[src/rtl/gpio_port_pkg.sv]
// Shared types and register offsets for the GPIO port controller.
// Assumes each pin window is 32 bytes, so the pin index sits at address bit 5.
package gpio_port_pkg;

    localparam int WIN_SHIFT = 5;

    localparam logic [4:0] OFF_CFG = 5'h00;
    localparam logic [4:0] OFF_DBT = 5'h04;
    localparam logic [4:0] OFF_IN  = 5'h08;
    localparam logic [4:0] OFF_FLT = 5'h0C;
    localparam logic [4:0] OFF_OUT = 5'h10;
    localparam logic [4:0] OFF_CLR = 5'h14;

    localparam int STATUS_ADDR = 'h104;

    typedef enum logic [1:0] {
        TRIG_NONE  = 2'd0,
        TRIG_LEVEL = 2'd1,
        TRIG_EDGE  = 2'd2,
        TRIG_BOTH  = 2'd3
    } trig_e;

    // Field order sets the bit positions: irq_en is bit6, en is bit0.
    typedef struct packed {
        logic  irq_en;
        logic  db_en;
        logic  pol;
        trig_e trig;
        logic  dir_out;
        logic  en;
    } pin_cfg_t;

endpackage

[src/rtl/gpio_pin_filter.sv]
// Input conditioning for one pin: a synchronizer chain followed by an
// optional debounce filter that counts millisecond ticks.
// Assumes SYNC_STAGES >= 2 and that ms_tick is a single-cycle pulse.
module gpio_pin_filter #(
    parameter int DB_W        = 8,
    parameter int SYNC_STAGES = 2
) (
    input  logic            clk,
    input  logic            rst_n,
    input  logic            pin_raw,
    input  logic            ms_tick,
    input  logic            db_en,
    input  logic [DB_W-1:0] thr,
    output logic            level
);

    logic [SYNC_STAGES-1:0] sync_q;
    logic [DB_W-1:0]        cnt_q;
    logic                   lvl_q;
    logic                   sampled;
    logic [DB_W:0]          cnt_inc;
    logic                   bypass;

    assign sampled = sync_q[SYNC_STAGES-1];
    assign cnt_inc = {1'b0, cnt_q} + 1'b1;
    assign bypass  = !db_en || (thr == '0);
    assign level   = lvl_q;

    // Shift the raw pad value through the synchronizer chain.
    always_ff @(posedge clk) begin
        if (!rst_n) sync_q <= '0;
        else        sync_q <= {sync_q[SYNC_STAGES-2:0], pin_raw};
    end

    // Accept a new level directly or after thr ticks of stable disagreement.
    always_ff @(posedge clk) begin
        if (!rst_n) begin
            lvl_q <= 1'b0;
            cnt_q <= '0;
        end else if (bypass) begin
            lvl_q <= sampled;
            cnt_q <= '0;
        end else if (sampled == lvl_q) begin
            cnt_q <= '0;
        end else if (ms_tick) begin
            if (cnt_inc >= {1'b0, thr}) begin
                lvl_q <= sampled;
                cnt_q <= '0;
            end else begin
                cnt_q <= cnt_inc[DB_W-1:0];
            end
        end
    end

endmodule

[src/rtl/gpio_pin_irq.sv]
// Interrupt detector for one pin: level, single-edge or double-edge
// trigger with a polarity bit, and a pending flag that software clears.
// Assumes level is already synchronous to clk.
module gpio_pin_irq
    import gpio_port_pkg::*;
(
    input  logic  clk,
    input  logic  rst_n,
    input  logic  level,
    input  logic  en,
    input  trig_e trig,
    input  logic  pol,
    input  logic  clr,
    output logic  pend
);

    logic lvl_d;
    logic rise;
    logic fall;
    logic kept;
    logic pend_q;

    assign rise = level && !lvl_d;
    assign fall = !level && lvl_d;
    assign kept = clr ? 1'b0 : pend_q;
    assign pend = pend_q;

    // Remember the previous level for edge detection.
    always_ff @(posedge clk) begin
        if (!rst_n) lvl_d <= 1'b0;
        else        lvl_d <= level;
    end

    // Update the pending flag from the selected trigger rule.
    always_ff @(posedge clk) begin
        if (!rst_n) begin
            pend_q <= 1'b0;
        end else begin
            unique case (trig)
                TRIG_NONE:  pend_q <= 1'b0;
                TRIG_LEVEL: pend_q <= !clr && en && (level == pol);
                TRIG_EDGE:  pend_q <= kept || (en && (pol ? rise : fall));
                TRIG_BOTH:  pend_q <= kept || (en && (rise || fall));
                default:    pend_q <= 1'b0;
            endcase
        end
    end

endmodule

[src/rtl/gpio_port_ctrl.sv]
// Register-mapped controller for one GPIO port. Each pin has a 32-byte
// window of configuration, data and clear registers. One status word and
// one combined interrupt output serve the whole port.
// Assumes NUM_PINS <= 8, so the status word at 0x104 lies above every window.
module gpio_port_ctrl
    import gpio_port_pkg::*;
#(
    parameter int NUM_PINS    = 8,
    parameter int ADDR_W      = 12,
    parameter int DATA_W      = 32,
    parameter int DB_W        = 8,
    parameter int SYNC_STAGES = 2
) (
    input  logic                clk,
    input  logic                rst_n,
    input  logic                reg_we,
    input  logic [ADDR_W-1:0]   reg_addr,
    input  logic [DATA_W-1:0]   reg_wdata,
    output logic [DATA_W-1:0]   reg_rdata,
    input  logic [NUM_PINS-1:0] pin_in,
    output logic [NUM_PINS-1:0] pin_out,
    output logic [NUM_PINS-1:0] pin_oe,
    input  logic                ms_tick,
    output logic                irq
);

    localparam int WIN_W = ADDR_W - WIN_SHIFT;
    localparam int CFG_W = $bits(pin_cfg_t);

    logic [WIN_W-1:0] win;
    logic [4:0]       off;
    logic             stat_hit;

    pin_cfg_t         cfg_q  [NUM_PINS];
    logic [DB_W-1:0]  thr_q  [NUM_PINS];
    logic [NUM_PINS-1:0] flt_v;
    logic [NUM_PINS-1:0] outv_v;
    logic [NUM_PINS-1:0] lvl_v;
    logic [NUM_PINS-1:0] stat_v;
    logic [NUM_PINS-1:0] clr_v;
    logic [NUM_PINS-1:0] en_v;
    logic [NUM_PINS-1:0] ie_v;
    logic [NUM_PINS-1:0] edge_v;
    logic [NUM_PINS-1:0] none_v;

    assign win      = reg_addr[ADDR_W-1:WIN_SHIFT];
    assign off      = reg_addr[WIN_SHIFT-1:0];
    assign stat_hit = (reg_addr == ADDR_W'(STATUS_ADDR));

    for (genvar i = 0; i < NUM_PINS; i++) begin : g_pin
        logic sel;
        assign sel = (win == WIN_W'(i));

        // Per-pin register writes decoded from the window offset.
        always_ff @(posedge clk) begin
            if (!rst_n) begin
                cfg_q[i]  <= '0;
                thr_q[i]  <= '0;
                flt_v[i]  <= 1'b0;
                outv_v[i] <= 1'b0;
            end else if (reg_we && sel) begin
                if (off == OFF_CFG) cfg_q[i]  <= pin_cfg_t'(reg_wdata[CFG_W-1:0]);
                if (off == OFF_DBT) thr_q[i]  <= reg_wdata[DB_W-1:0];
                if (off == OFF_FLT) flt_v[i]  <= reg_wdata[0];
                if (off == OFF_OUT) outv_v[i] <= reg_wdata[0];
            end
        end

        assign clr_v[i]  = reg_we && sel && (off == OFF_CLR);
        assign en_v[i]   = cfg_q[i].en;
        assign ie_v[i]   = cfg_q[i].irq_en;
        assign edge_v[i] = cfg_q[i].trig[1];
        assign none_v[i] = (cfg_q[i].trig == TRIG_NONE);

        assign pin_oe[i]  = cfg_q[i].en && cfg_q[i].dir_out && !flt_v[i];
        assign pin_out[i] = outv_v[i];

        gpio_pin_filter #(
            .DB_W        (DB_W),
            .SYNC_STAGES (SYNC_STAGES)
        ) u_filter (
            .clk     (clk),
            .rst_n   (rst_n),
            .pin_raw (pin_in[i]),
            .ms_tick (ms_tick),
            .db_en   (cfg_q[i].db_en),
            .thr     (thr_q[i]),
            .level   (lvl_v[i])
        );

        gpio_pin_irq u_irq (
            .clk   (clk),
            .rst_n (rst_n),
            .level (lvl_v[i]),
            .en    (cfg_q[i].en),
            .trig  (cfg_q[i].trig),
            .pol   (cfg_q[i].pol),
            .clr   (clr_v[i]),
            .pend  (stat_v[i])
        );
    end

    assign irq = |(stat_v & en_v & ie_v);

    // Read multiplexer: status word or the addressed pin's register.
    always_comb begin
        reg_rdata = '0;
        if (stat_hit) begin
            reg_rdata[NUM_PINS-1:0] = stat_v;
        end else begin
            for (int p = 0; p < NUM_PINS; p++) begin
                if (win == WIN_W'(p)) begin
                    unique case (off)
                        OFF_CFG: reg_rdata[CFG_W-1:0] = cfg_q[p];
                        OFF_DBT: reg_rdata[DB_W-1:0]  = thr_q[p];
                        OFF_IN:  reg_rdata[0]         = lvl_v[p];
                        OFF_FLT: reg_rdata[0]         = flt_v[p];
                        OFF_OUT: reg_rdata[0]         = outv_v[p];
                        default: reg_rdata            = '0;
                    endcase
                end
            end
        end
    end

endmodule

[config.mk]
export PLATFORM = sky130hd
export DESIGN_NAME = gpio_port_ctrl
export DESIGN_NICKNAME = d
export VERILOG_FILES = /design/src/rtl/gpio_port_pkg.sv /design/src/rtl/gpio_pin_filter.sv /design/src/rtl/gpio_pin_irq.sv /design/src/rtl/gpio_port_ctrl.sv
export SDC_FILE = /design/constraint.sdc
export NUM_CORES = 1
export LEC_CHECK = 0
export BUFFER_PORTS_ARGS = -buffer_cell sky130_fd_sc_hd__buf_4
export CAP_MARGIN = 5
export CORE_MARGIN = 3
export CORE_UTILIZATION = 40
export DETAILED_ROUTE_END_ITERATION = 12
export MAX_ROUTING_LAYER = met4
export PLACE_DENSITY_LB_ADDON = 0.3
export SYNTH_ARGS = -nofsm -noshare
export SYNTH_HDL_FRONTEND = slang
export SYNTH_SLANG_ARGS = --single-unit
export TNS_END_PERCENT = 5
[constraint.sdc]
create_clock -name clk -period 7.2 [get_ports clk]
set_clock_uncertainty 0.05 [all_clocks]
set_input_delay 0.72 -clock clk [delete_from_list [all_inputs] [get_ports clk]]
set_output_delay 0.72 -clock clk [all_outputs]
set_load 0.02 [all_outputs]
; ---- Word-level counts from Yosys, hierarchy flattened
; Memory sizes are Yosys's and may differ from the RTL's.
; Cells that the tools add are included.
; W data, S select, Z words.
[classes]
n_bitwise = 19
order_cmp = 8
reduce_logical = 222
eq_ne = 61
addsub = 8
n_mux = 174
[ops]
columns = op, count
row1 = $mux W32, 9
row2 = $mux W24, 8
row3 = $mux W8, 18
row4 = $pmux W6 S3, 7
row5 = $mux W1, 100
row6 = $logic_and A1 B1 Y1, 80
row7 = $add A8 B1 Y9 const B, 8
row8 = $ge A9 B8 Y1, 8
row9 = $logic_not A8 Y1, 8
row10 = $mux W7, 8
row11 = $logic_not A1 Y1, 40
row12 = $pmux W1 S5, 8
row13 = $eq A2 B2 Y1 const B, 16
row14 = $logic_or A1 B1 Y1, 32
row15 = $pmux W1 S4, 8
row16 = $reduce_and A2 Y1, 16
row17 = $reduce_bool A2 Y1, 16
row18 = $eq A7 B3 Y1 const B, 4
row19 = $reduce_or A3 Y1, 9
row20 = $reduce_and A3 Y1, 8
row21 = $and A8 B8 Y8, 2
row22 = $eq A1 B1 Y1, 16
row23 = $eq A2 B1 Y1 const B, 8
row24 = $logic_not A2 Y1, 8
row25 = 16 further kinds, 47
[totals]
out_inout_bits = 49
inputBits = 56
memories = 2
mem_bits_rw = 120
wordCells = 550
reg_bits = 120
[mem_list]
columns = name, depth, word_bits, rd, rd_clocked_by_memory_dff, write_ports, line
row1 = thr_q, 8, 8, 8, 0, 8, gpio_port_ctrl.sv:35  ; logic [DB_W-1:0] thr_q [NUM_PINS];
row2 = cfg_q, 8, 7, 8, 0, 8, gpio_port_ctrl.sv:34  ; pin_cfg_t cfg_q [NUM_PINS];

; ---- Logic depth before layout (Yosys ltp)
; Gate-level depths: netlist of the first run.
[depth]
ltp_word = 20
mapped_depth = 12
mapped_depth_nobuf = 11

; ---- By module
; A second synthesis of the first run with hierarchy kept.
[unflattened]
hier_cells = 1502
area_unflattened_um2 = 14751.6
[modules_own_cells]
columns = module, cells_each, n_inst, seq_area_each_um2, area_per_inst_um2
row1 = gpio_port_ctrl, 606, 1, 3923.8, 7104.3
row2 = gpio_pin_filter, 96, 8, 220.2, 808.3
row3 = gpio_pin_irq, 16, 8, 40.0, 147.6

; ---- Worst setup path after synthesis of the first run
; No wires, ideal clock.
[synth_timing]
kind = input-to-output
start = in reg_addr[9]
end = out reg_rdata[7]
path_stages = 7
arrival_ps = 2649
n_path_buf = 1
required_time_ps = 6430
setup_slack_ps = 3781
path_cell_list = or3_1 -> buf_2 -> nor4b_4 -> nand2_1 -> o32ai_1 -> a31oi_1 -> a311oi_1
[synth_via]
elab_chain_cells = 19
word_cells_on_any_way = 27
cone_classes = 8 x eq/ne / 18 x mux / 1 x reduce/logical
[synth_lines]
columns = element, line
row1 = "start, declared", gpio_port_ctrl.sv:17  ; input logic [ADDR_W-1:0] reg_addr,
row2 = $logic_not A7 Y1, gpio_port_ctrl.sv:112  ; if (win == WIN_W'(p)) begin
row3 = $mux W8, gpio_port_ctrl.sv:112
row4 = $mux W32, gpio_port_ctrl.sv:108  ; if (stat_hit) begin
row5 = $pmux W1 S2, gpio_port_ctrl.sv:113  ; unique case (off)
row6 = $mux W32, gpio_port_ctrl.sv:112
row7 = $pmux W1 S2, gpio_port_ctrl.sv:113
row8 = $mux W32, gpio_port_ctrl.sv:112
row9 = $pmux W1 S2, gpio_port_ctrl.sv:113
row10 = (+3 left out), n/a
row11 = $mux W32, gpio_port_ctrl.sv:108
row12 = $pmux W1 S2, gpio_port_ctrl.sv:113
row13 = $mux W32, gpio_port_ctrl.sv:112
row14 = $pmux W1 S2, gpio_port_ctrl.sv:113
row15 = $mux W32, gpio_port_ctrl.sv:112
row16 = $pmux W1 S2, gpio_port_ctrl.sv:113
row17 = $mux W32, gpio_port_ctrl.sv:112
row18 = $mux W8 (*), gpio_port_ctrl.sv:108
row19 = "end, declared", gpio_port_ctrl.sv:19  ; output logic [DATA_W-1:0] reg_rdata,
; Every way passes the cells marked *; elsewhere a longest branch is shown, timed or not. The select of a mux whose other input is x is not followed.

; ---- Worst setup path after layout of the first run
[layout_timing]
start = in reg_addr[2]
end = out reg_rdata[0]
[layout_via]
elab_chain_cells = 13
word_cells_on_any_way = 25
cone_classes = 5 x eq/ne / 19 x mux / 1 x reduce/logical
[layout_lines]
columns = element, line
row1 = $eq A5 B5 Y1 (tied with other cells), gpio_port_ctrl.sv:113
row2 = $pmux W1 S5, gpio_port_ctrl.sv:113
row3 = $mux W8, gpio_port_ctrl.sv:112
row4 = $mux W32, gpio_port_ctrl.sv:108
row5 = $mux W32 (4 in a row), gpio_port_ctrl.sv:112
row6 = $mux W32, gpio_port_ctrl.sv:108
row7 = $mux W32 (3 in a row), gpio_port_ctrl.sv:112
row8 = $mux W8 (*), gpio_port_ctrl.sv:108
; Marked as above.

==> results of run 1 <==
-- layer usage --
metal / up-vias / part of all wire / global-route usage
li1: 5625 / - / -
met1: 5668 / 0.43 / 0.294
met2: 510 / 0.45 / 0.333
met3: 83 / 0.085 / 0.0385
met4: 0 / 0.033 / 0.0696
met5: - / 0 / -
-- metrics by stage --
step | area, µm² | setup slack [ns] | hold WS, ns | util
floorplan | 14200 | 3.78 | 0.362 | -
global placement | 14800 | 2.56 | 0.368 | 0.426
detailed placement | 14800 | 2.55 | 0.368 | 0.426
CTS | 15800 | 2.54 | 0.306 | 0.456
global route | 15800 | 2.19 | 0.323 | 0.456
finish | 15800 | 2.39 | 0.325 | 0.456
-- worst paths after layout --
path,cells past startpoint,endpoint,slack [ns]
setup / recovery,9,reg_rdata[0],2.39
setup reg to reg,11,g_pin[3].u_filter.level$_SDFFE_PN0P_,3.78
hold reg to reg,1,g_pin[7].u_filter.sync_q[1]$_SDFF_PN0_,0.38
hold / removal,2,g_pin[0].u_filter.sync_q[0]$_SDFF_PN0_,0.33
-- cells in the final DEF (no fill, tap or decap), types with 18 or more instances in the layout --
cell,instances
and2_1,142
nand2_1,127
edfxtp_1,120
dfxtp_1,120
a21oi_1,99
nor2_1,94
o21ai_0,93
nand3_1,88
ha_1,88
inv_1,84
buf_4,63
a22oi_1,40
xor2_1,32
xnor2_1,30
clkbuf_16,30
nor3_1,24
conb_1,24
o22ai_1,23
nor4_1,22
nand4_1,22
nand4b_1,21
and3_1,18
-- flip-flops by register name, summed over array words and instances, names as in the netlist, 16 cells and up --
| name | flops |
|---|---|
| cfg_q | 56 |
| g_pin.u_filter.sync_q | 16 |
| g_pin.u_filter.cnt_q | 64 |
| thr_q | 64 |
-- kinds of logic after synthesis --
family / after synthesis
compound gates: 357
xor+xnor: 62
fa+ha+maj: 88
buf+inv: 170
flops: 240
mux: 19
other cells: 1
simple gates: 610
-- power by group through the flow --
stage / sequential (mW) / clock, mW / combinational [mW]
5_1_grt: 1.53 / 1.65 / 0.222
4_1_cts: 1.52 / 1.60 / 0.202
6_report: 1.52 / 1.57 / 0.204
2_1_floorplan: 1.53 / 0 / 0.139
3_5_place_dp: 1.55 / 0 / 0.201
3_3_place_gp: 1.55 / 0 / 0.197
-- worst register-to-register path, stage by stage, from the launching register on --
cell      delay, ns
dfxtp_1        0.40
ha_1           0.29
nand3_1        0.10
or2_2          0.32
xnor2_1        0.14
ha_1           0.31
and3_1         0.19
a221oi_1       0.29
o21ai_0        0.24
nor2_1         0.63
o211ai_1       0.20
mux2i_1        0.15
-- layout make-up --
class	instances	area (µm²)	area share
Multi-Input combinational cell	1160	7390	0.468
Tap cell	455	569	0.0360
Timing Repair Buffer	63	473	0.0299
Clock buffer	36	803	0.0508
Sequential cell	240	6010	0.380
Clock inverter	17	229	0.0145
Inverter	86	323	0.0204
==> flow_summary_export.csv, run 1 <==
group,metric,value,unit
status,outcome,"complete, no violations",
run,maxCapViolations,0,
clock_tree,path_clk_slew,0.06,ns
clock_tree,clk_latency,0.56,ns
synthesis,synth.top_cell.area_share,0.256,
power_and_ir_drop,internal_power,2.51,mW
setup_path,cp_cell_sequence,"buf_4 -> nor3b_1 -> and2_1 -> buf_4 -> nand4b_1 -> o22ai_1 -> a211oi_1 -> o31ai_1 -> buf_4",
global_routing,overflow,0,
hold_path,hp-class,"in -> reg",
synthesis,netlist_instances,1547,
place,gp_congestion,0.993,
synthesis,synth.distinct_cells,63,
setup_path,worstSetupPathType,"in -> out",
synthesis,syn_area_per_cell,9.09,µm²
sta,setup_violations,0,
clock_tree,root_buffer,"clkbuf_16",
sta,maxSlewViolCount,0,
final_layout,final_nets,1724,
place,dp_cells,2004,
power_and_ir_drop,p_switching,792,µW
setup_path,startpoint,"reg_addr[2]",
routing,vias,11886,
power_and_ir_drop,finalPower,3.30,mW
power_and_ir_drop,p_leak,6.05,nW
clock_tree,cts-buffers-inserted,29,
power_and_ir_drop,power_frac_seq,0.462,
place,io_buffers,56,
synthesis,synth_fa_ha_area_frac,0.0783,
routing,wl,41300,µm
setup_path,crit_path_end_kind,"output port",
synthesis,seq_area_frac_synth,0.427,
synthesis,yosys.area_share.xor_xnor,0.0386,
routing,viasPerCell,5.78,
setup_path,critPathMaxFanout,24,
sta,period_share,0.668,
synthesis,yosysTopAreaCell,"edfxtp_1",
final_layout,n_antenna_cell,0,
final_layout,final_layout_size_suffix_gt1_frac,0.0830,
floorplan,fp.dieW,194,µm
clock_tree,cts_setup_buffers,0,
routing,drt_iter0_markers,1013,
setup_path,slowest_delay,0.80,ns
synthesis,synth_most_common_cell,"and2_1",
power_and_ir_drop,vdd_drop_max,0.191,mV
setup_path,crit_required,6.43,ns
global_routing,grt_pass1_vias,11152,
final_layout,layout.cells.non_filler,2057,
synthesis,yosysWarnings,0,
clock_tree,cts_resized,0,
sta,worstMarginPinSlew,1.12,ns
clock_tree,htree_levels,1,
sta,final.setup.tns,0,ns
floorplan,io_pins,105,
clock_tree,tritoncts,"done",
synthesis,synthesis.area,14100,µm²
global_routing,grt_pass1_wl,63300,µm
synthesis,synth_top_family_by_area,"simple AND/OR/NAND/NOR gates",
synthesis,ys_top_cells_by_area,"edfxtp_1 (26%), dfxtp_1 (17%), ha_1 (7.8%), and2_1 (6.3%), a21oi_1 (3.5%)",
sta,rsz0062_at_grt,"no",
power_and_ir_drop,combPwrFrac,0.062,
synthesis,synth_common_cells,"and2_1 (142), nand2_1 (127), dfxtp_1 (120), edfxtp_1 (120), a21oi_1 (99)",
global_routing,track_usage,0.217,
setup_path,cp_data_arrival_time,4.04,ns
sta,hold_viol_final,0,
power_and_ir_drop,swShare,0.240,
floorplan,core.rowCount,68,
place,hpwl,29200,µm
synthesis,yosys_register_bits,240,
clock_tree,cts_sinks,240,
floorplan,die_h,194,µm
routing,dr.pass1.iters,6,
synthesis,synth_edf_count,120,
synthesis,synth_async_sr_flop_share,0,
setup_path,critPathTopFamily,"simple AND/OR/NAND/NOR gates",
sta,min_period,4.81,ns
synthesis,synth_mux_area_frac,0.0143,
routing,drc,0,
global_routing,grt_max_degree,57,
routing,ant_nets,0,
final_layout,fill_cells,3339,
setup_path,crit_buf_inv,3,
sta,slew_headroom,0.247,
setup_path,r2r-start,"g_pin[3].u_filter.cnt_q[0]$_SDFFE_PP0P_",
setup_path,cp-start-kind,"primary input",
global_routing,antenna_found_initial,1,
routing,wire_per_inst,20.1,µm
setup_path,critPathMostFrequentCell,"buf_4",
hold_path,min_from,"pin_in[0]",
sta,max_freq,208,MHz
synthesis,synth_compound_area_frac,0.157,
synthesis,synthSimpleGateAreaFrac,0.231,
floorplan,start_util,0.406,
power_and_ir_drop,p_clk_frac,0.477,
synthesis,synth_flop_cell,"edfxtp_1",
clock_tree,cts_buffer_depth,3,
power_and_ir_drop,powerDensity,209,nW/µm²
clock_tree,hold_buffers,0,
setup_path,cp_slowest_cell,"and2_1",
final_layout,area_growth,12.3,%
floorplan,coreArea,34600,µm²
floorplan,dieArea,37500,µm²
Power figures use the tool's default switching activity.
==> inputs of run 2 (changes only) <==
==> constraint.sdc (replaced) <==
create_clock -name clk -period 4.72 [get_ports clk]
set_clock_uncertainty 0.05 [all_clocks]
set_input_delay 0.472 -clock clk [delete_from_list [all_inputs] [get_ports clk]]
set_output_delay 0.472 -clock clk [all_outputs]
set_load 0.02 [all_outputs]
==> run 2 against run 1 <==
Effect of this change: worst hold slack got worse by 0.24 ns; global-route usage rose by 0.44 points; utilization fell by 0.22 points; die area did not move; clock power rose by 35%; critical path depth fell by 2; critical endpoint is now reg_rdata[7].
==> flow_summary_export.csv, run 2 (synthesis results as in run 1) <==
group,metric,value,unit
status,outcome,"complete, no violations",
final_layout,n_antenna_cell,0,
hold_path,holdPathStages,2,
setup_path,critPathMaxFanout,8,
global_routing,grt-busiest-layer,"met2",
floorplan,coreArea,34600,µm²
setup_path,cp-start-kind,"primary input",
sta,hold_viol_final,0,
clock_tree,root_buffer,"clkbuf_16",
final_layout,final_nets,1728,
global_routing,antenna_found_initial,0,
run,maxCapViolations,0,
final_layout,layout_commonest_cell,"and2_1",
global_routing,grt_pass1_vias,11281,
final_layout,top_regs,"g_pin.u_filter.cnt_q x64, thr_q x64, cfg_q x56",
floorplan,die_h,194,µm
sta,setup_violations,0,
clock_tree,cts-buffers-inserted,28,
clock_tree,cts_resized,0,
final_layout,layout_common_cells,"and2_1 (142), nand2_1 (127), edfxtp_1 (120), dfxtp_1 (120), a21oi_1 (99)",
final_layout,multi_input_area,7390,µm²
global_routing,grt_pass1_wl,64600,µm
power_and_ir_drop,p_leak,6.01,nW
clock_tree,hold_buffers,0,
floorplan,fp.dieW,194,µm
place,gp_congestion,1.01,
routing,viasPerCell,5.80,
clock_tree,cts_sinks,240,
global_routing,grt_max_degree,56,
clock_tree,clk_latency,0.54,ns
routing,dr.pass1.iters,5,
clock_tree,htree_levels,1,
floorplan,io_pins,105,
routing,wire_per_inst,20.3,µm
final_layout,finish.utilization,0.454,
sta,period_share,0.818,
place,hpwl,29500,µm
global_routing,track_usage,0.222,
routing,drt_iter0_markers,1091,
routing,drc,0,
sta,maxSlewViolCount,0,
sta,slew_headroom,0.171,
clock_tree,tritoncts,"done",
hold_path,hp-class,"in -> reg",
floorplan,start_util,0.406,
global_routing,use_met1,0.305,
place,io_buffers,56,
global_routing,met2_usage,0.339,
sta,min_period,3.86,ns
final_layout,final_layout_size_suffix_gt1_frac,0.0791,
routing,ant_nets,0,
setup_path,cp_data_arrival_time,3.34,ns
final_layout,ff_latch_area,6010,µm²
setup_path,crit_required,4.20,ns
clock_tree,cts_buffer_depth,3,
floorplan,dieArea,37500,µm²
clock_tree,path_clk_slew,0.06,ns
sta,rsz0062_at_grt,"no",
routing,wl,41800,µm
global_routing,use_met3,0.0355,
global_routing,overflow,0,
final_layout,fill_cells,3346,
sta,worstMarginPinSlew,1.23,ns
routing,vias,11946,
setup_path,crit_path_end_kind,"output port",
power_and_ir_drop,vdd_drop_max,0.243,mV
sta,final.setup.tns,0,ns
setup_path,r2r_cells,11,
floorplan,core.rowCount,68,
setup_path,worstSetupPathType,"in -> out",
sta,max_freq,259,MHz
power_and_ir_drop,powerDensity,303,nW/µm²
clock_tree,cts_setup_buffers,0,
final_layout,area_growth,11.8,%
==> run 2: final cells by class <==
cell class | count | area share
clock buffer | 42 | 0.0519
clock inverter | 10 | 0.00486
inverter | 86 | 0.0205
multi-input combinational | 1160 | 0.470
sequential | 240 | 0.382
tap | 455 | 0.0362
timing repair buffer | 68 | 0.0341
==> run 2: report_power, final <==
part | total, mW | switching, mW | internal (mW)
sequential | 2.32 | 0.0696 | 2.25
clock | 2.12 | 0.873 | 1.24
combinational | 0.317 | 0.220 | 0.0971
==> run 2: path summary, 6_finish.rpt <==
check                           slack [ns]                                      to                                    start
worst min register to register        0.39  g_pin[0].u_filter.sync_q[1]$_SDFF_PN0_   g_pin[0].u_filter.sync_q[0]$_SDFF_PN0_
worst max-delay path                  0.86                            reg_rdata[7]                              reg_addr[9]
worst max register to register        1.29    g_pin[3].u_filter.level$_SDFFE_PN0P_  g_pin[3].u_filter.cnt_q[2]$_SDFFE_PP0P_
worst min-delay path                  0.09  g_pin[4].u_filter.sync_q[0]$_SDFF_PN0_                                pin_in[4]
==> run 2: routing by layer <==
layer,routed length (µm),share of wire,up-vias
met5,0,0,-
met4,1330,0.032,0
met3,3470,0.083,75
met2,18500,0.44,493
met1,18500,0.44,5738
li1,-,-,5640
==> run 2: metrics by stage <==
step,hold slack [ns],total power [mW],instances,worst slack [ns],area (µm²)
3_3_place_gp,0.370,2.67,2009,1.09,14800
4_1_cts,0.0710,4.78,2061,1.05,15700
2_1_floorplan,0.362,2.55,1570,1.80,14200
5_1_grt,0.0790,4.91,2061,0.766,15700
6_report,0.0860,4.76,2061,0.857,15700
3_5_place_dp,0.372,2.68,2009,1.07,14800
==> run 2: worst max-delay path: stages <==
cell and delay (ns):
buf_4 0.11, or3_1 0.54, nor3_2 0.57, and3_1 0.48, a21oi_1 0.19, a311oi_1 0.70, buf_4 0.27
==> inputs of run 3 (changes only) <==
==> constraint.sdc (replaced) <==
create_clock -name clk -period 3.37 [get_ports clk]
set_clock_uncertainty 0.05 [all_clocks]
set_input_delay 0.337 -clock clk [delete_from_list [all_inputs] [get_ports clk]]
set_output_delay 0.337 -clock clk [all_outputs]
set_load 0.02 [all_outputs]
==> run 3 against run 2 <==
Effect of this change: cell area is 2.8% higher; non-clock buffer count is 51 higher; worst hold slack better by 0.014 ns; register-to-register slack worse by 0.99 ns; total power is 43% higher; die area stayed put; utilization is 1.3 points higher; combinational power is 50% higher; sequential share of layout area is 1.0 points lower; via count is 1.6% higher; count of clock-buffer cells in the layout is 1 higher; largest cell class unchanged; flip-flop and latch count stayed put.
==> flow_summary_export.csv, run 3 (synthesis results as in run 1) <==
group,metric,value,unit
clock_tree,htree_levels,1,
floorplan,coreArea,34600,µm²
routing,drc,0,
global_routing,track_usage,0.222,
final_layout,layout_commonest_cell,"and2_1",
setup_path,worstSetupPathType,"in -> out",
routing,dr.pass1.iters,5,
place,io_buffers,56,
global_routing,grt_pass1_vias,11602,
place,hpwl,30100,µm
power_and_ir_drop,p_leak,6.28,nW
setup_path,crit_required,2.98,ns
floorplan,fp.dieW,194,µm
clock_tree,root_buffer,"clkbuf_16",
sta,setup_violations,0,
sta,rsz0062_at_grt,"no",
run,maxCapViolations,0,
routing,top_layer_used,"met4",
clock_tree,cts_sinks,240,
floorplan,start_util,0.406,
setup_path,cp_data_arrival_time,2.93,ns
final_layout,n_antenna_cell,0,
sta,worstMarginPinSlew,0.723,ns
routing,dr_wl_met2,18700,µm
setup_path,cp-start-kind,"primary input",
routing,vias,12135,
final_layout,final_area,16200,µm²
setup_path,critPathMostFrequentCell,"buf_4",
setup_path,critPathMaxFanout,5,
routing,drt_iter0_markers,1040,
setup_path,cp_cell_sequence,"buf_4 -> or3_1 -> nor4_1 -> o2111ai_1 -> a21oi_1 -> a21oi_1 -> a311oi_1 -> buf_4 -> buf_4",
final_layout,area_growth,14.9,%
sta,min_period,3.31,ns
power_and_ir_drop,vdd_drop_max,0.389,mV
global_routing,overflow,0,
place,gp_congestion,1.02,
clock_tree,clk_latency,0.55,ns
routing,m1WireLength,18700,µm
setup_path,crit_path_end_kind,"output port",
global_routing,grt_pass1_wl,65000,µm
setup_path,slowest_delay,0.61,ns
status,outcome,"complete, no violations",
final_layout,final_layout_size_suffix_gt1_frac,0.104,
routing,dr_wl_met3,3400,µm
clock_tree,cts_buffer_depth,3,
final_layout,layout_common_cells,"and2_1 (142), nand2_1 (127), edfxtp_1 (120), dfxtp_1 (120), buf_4 (110)",
floorplan,dieArea,37500,µm²
hold_path,hp-class,"in -> reg",
sta,period_share,0.983,
routing,wire_per_inst,19.9,µm
floorplan,die_h,194,µm
global_routing,grt_max_degree,56,
final_layout,final_nets,1779,
sta,max_freq,302,MHz
clock_tree,tritoncts,"done",
place,dpl-instance-area,15100,µm²
global_routing,antenna_found_initial,0,
sta,final.setup.tns,0,ns
floorplan,io_pins,105,
clock_tree,path_clk_slew,0.06,ns
clock_tree,hold_buffers,8,
sta,slew_headroom,0.513,
clock_tree,cts_resized,0,
floorplan,core.rowCount,68,
setup_path,cp_slowest_cell,"nor4_1",
routing,viasPerCell,5.75,
routing,ant_nets,0,
clock_tree,cts_setup_buffers,0,
sta,maxSlewViolCount,0,
power_and_ir_drop,powerDensity,421,nW/µm²
sta,hold_viol_final,0,
clock_tree,cts-buffers-inserted,28,
final_layout,top_regs,"g_pin.u_filter.cnt_q x64, thr_q x64, cfg_q x56",
routing,wl,42100,µm
power_and_ir_drop,finalPower,6.81,mW
[run 3: cell types whose count changed in the layout (fill, tap and decap cells not counted), sizes merged]
cell         previous run  this run
dlygate4sd3             0         8
bufinv                  1         2
clkinv                  7         6
clkinvlp                2         1
buf                    68       111
clkbuf                 42        43
[run 3: through the flow]
step	util	setup slack (ns)	hold WS, ns	std cells
2_1_floorplan	-	0.593	0.362	1570
3_3_place_gp	0.437	0.162	0.367	2052
3_5_place_dp	0.437	0.213	0.369	2052
4_1_cts	0.467	0.201	0.0750	2112
5_1_grt	0.467	0.0176	0.0950	2112
6_report	0.467	0.0566	0.100	2112
[run 3: worst paths after layout]
| path | start | endpoint | slack (ns) | cells past startpoint |
|---|---|---|---|---|
| setup reg to reg | g_pin[2].u_filter.cnt_q[2]$_SDFFE_PP0P_ | g_pin[2].u_filter.cnt_q[5]$_SDFFE_PP0P_ | 0.30 | 11 |
| setup / recovery | reg_addr[9] | reg_rdata[7] | 0.06 | 9 |
| hold / removal | reg_we | flt_v[4]$_SDFFE_PN0P_ | 0.10 | 3 |
| hold reg to reg | g_pin[1].u_filter.sync_q[0]$_SDFF_PN0_ | g_pin[1].u_filter.sync_q[1]$_SDFF_PN0_ | 0.38 | 1 |
[run 3: where the power goes]
part,switching [mW],internal (mW),leakage (nW)
sequential,0.0967,3.16,2.11
combinational,0.314,0.160,3.71
clock,1.23,1.85,0.456
total,1.64,5.17,6.28
[run 3: critical path, delay by kind of cell]
family          cells  cell delay [ns]
simple gates        2             1.14
compound gates      4             1.01
buf+inv             3             0.45
[run 3: area by class of cell]
class / count / area (µm²)
repair buffers: 119 / 926
clock inverters: 9 / 104
clock buffers: 43 / 837
multi-input cells: 1160 / 7390
well taps: 455 / 569
fillers: 3339 / 18500
flip-flops and latches: 240 / 6010
inverters: 86 / 323
[run 3: layer usage]
layer | global-route usage | up-vias
met5 | - | -
met4 | 0.0632 | 0
met3 | 0.0301 | 79
met2 | 0.346 | 503
met1 | 0.306 | 5809
li1 | - | 5744
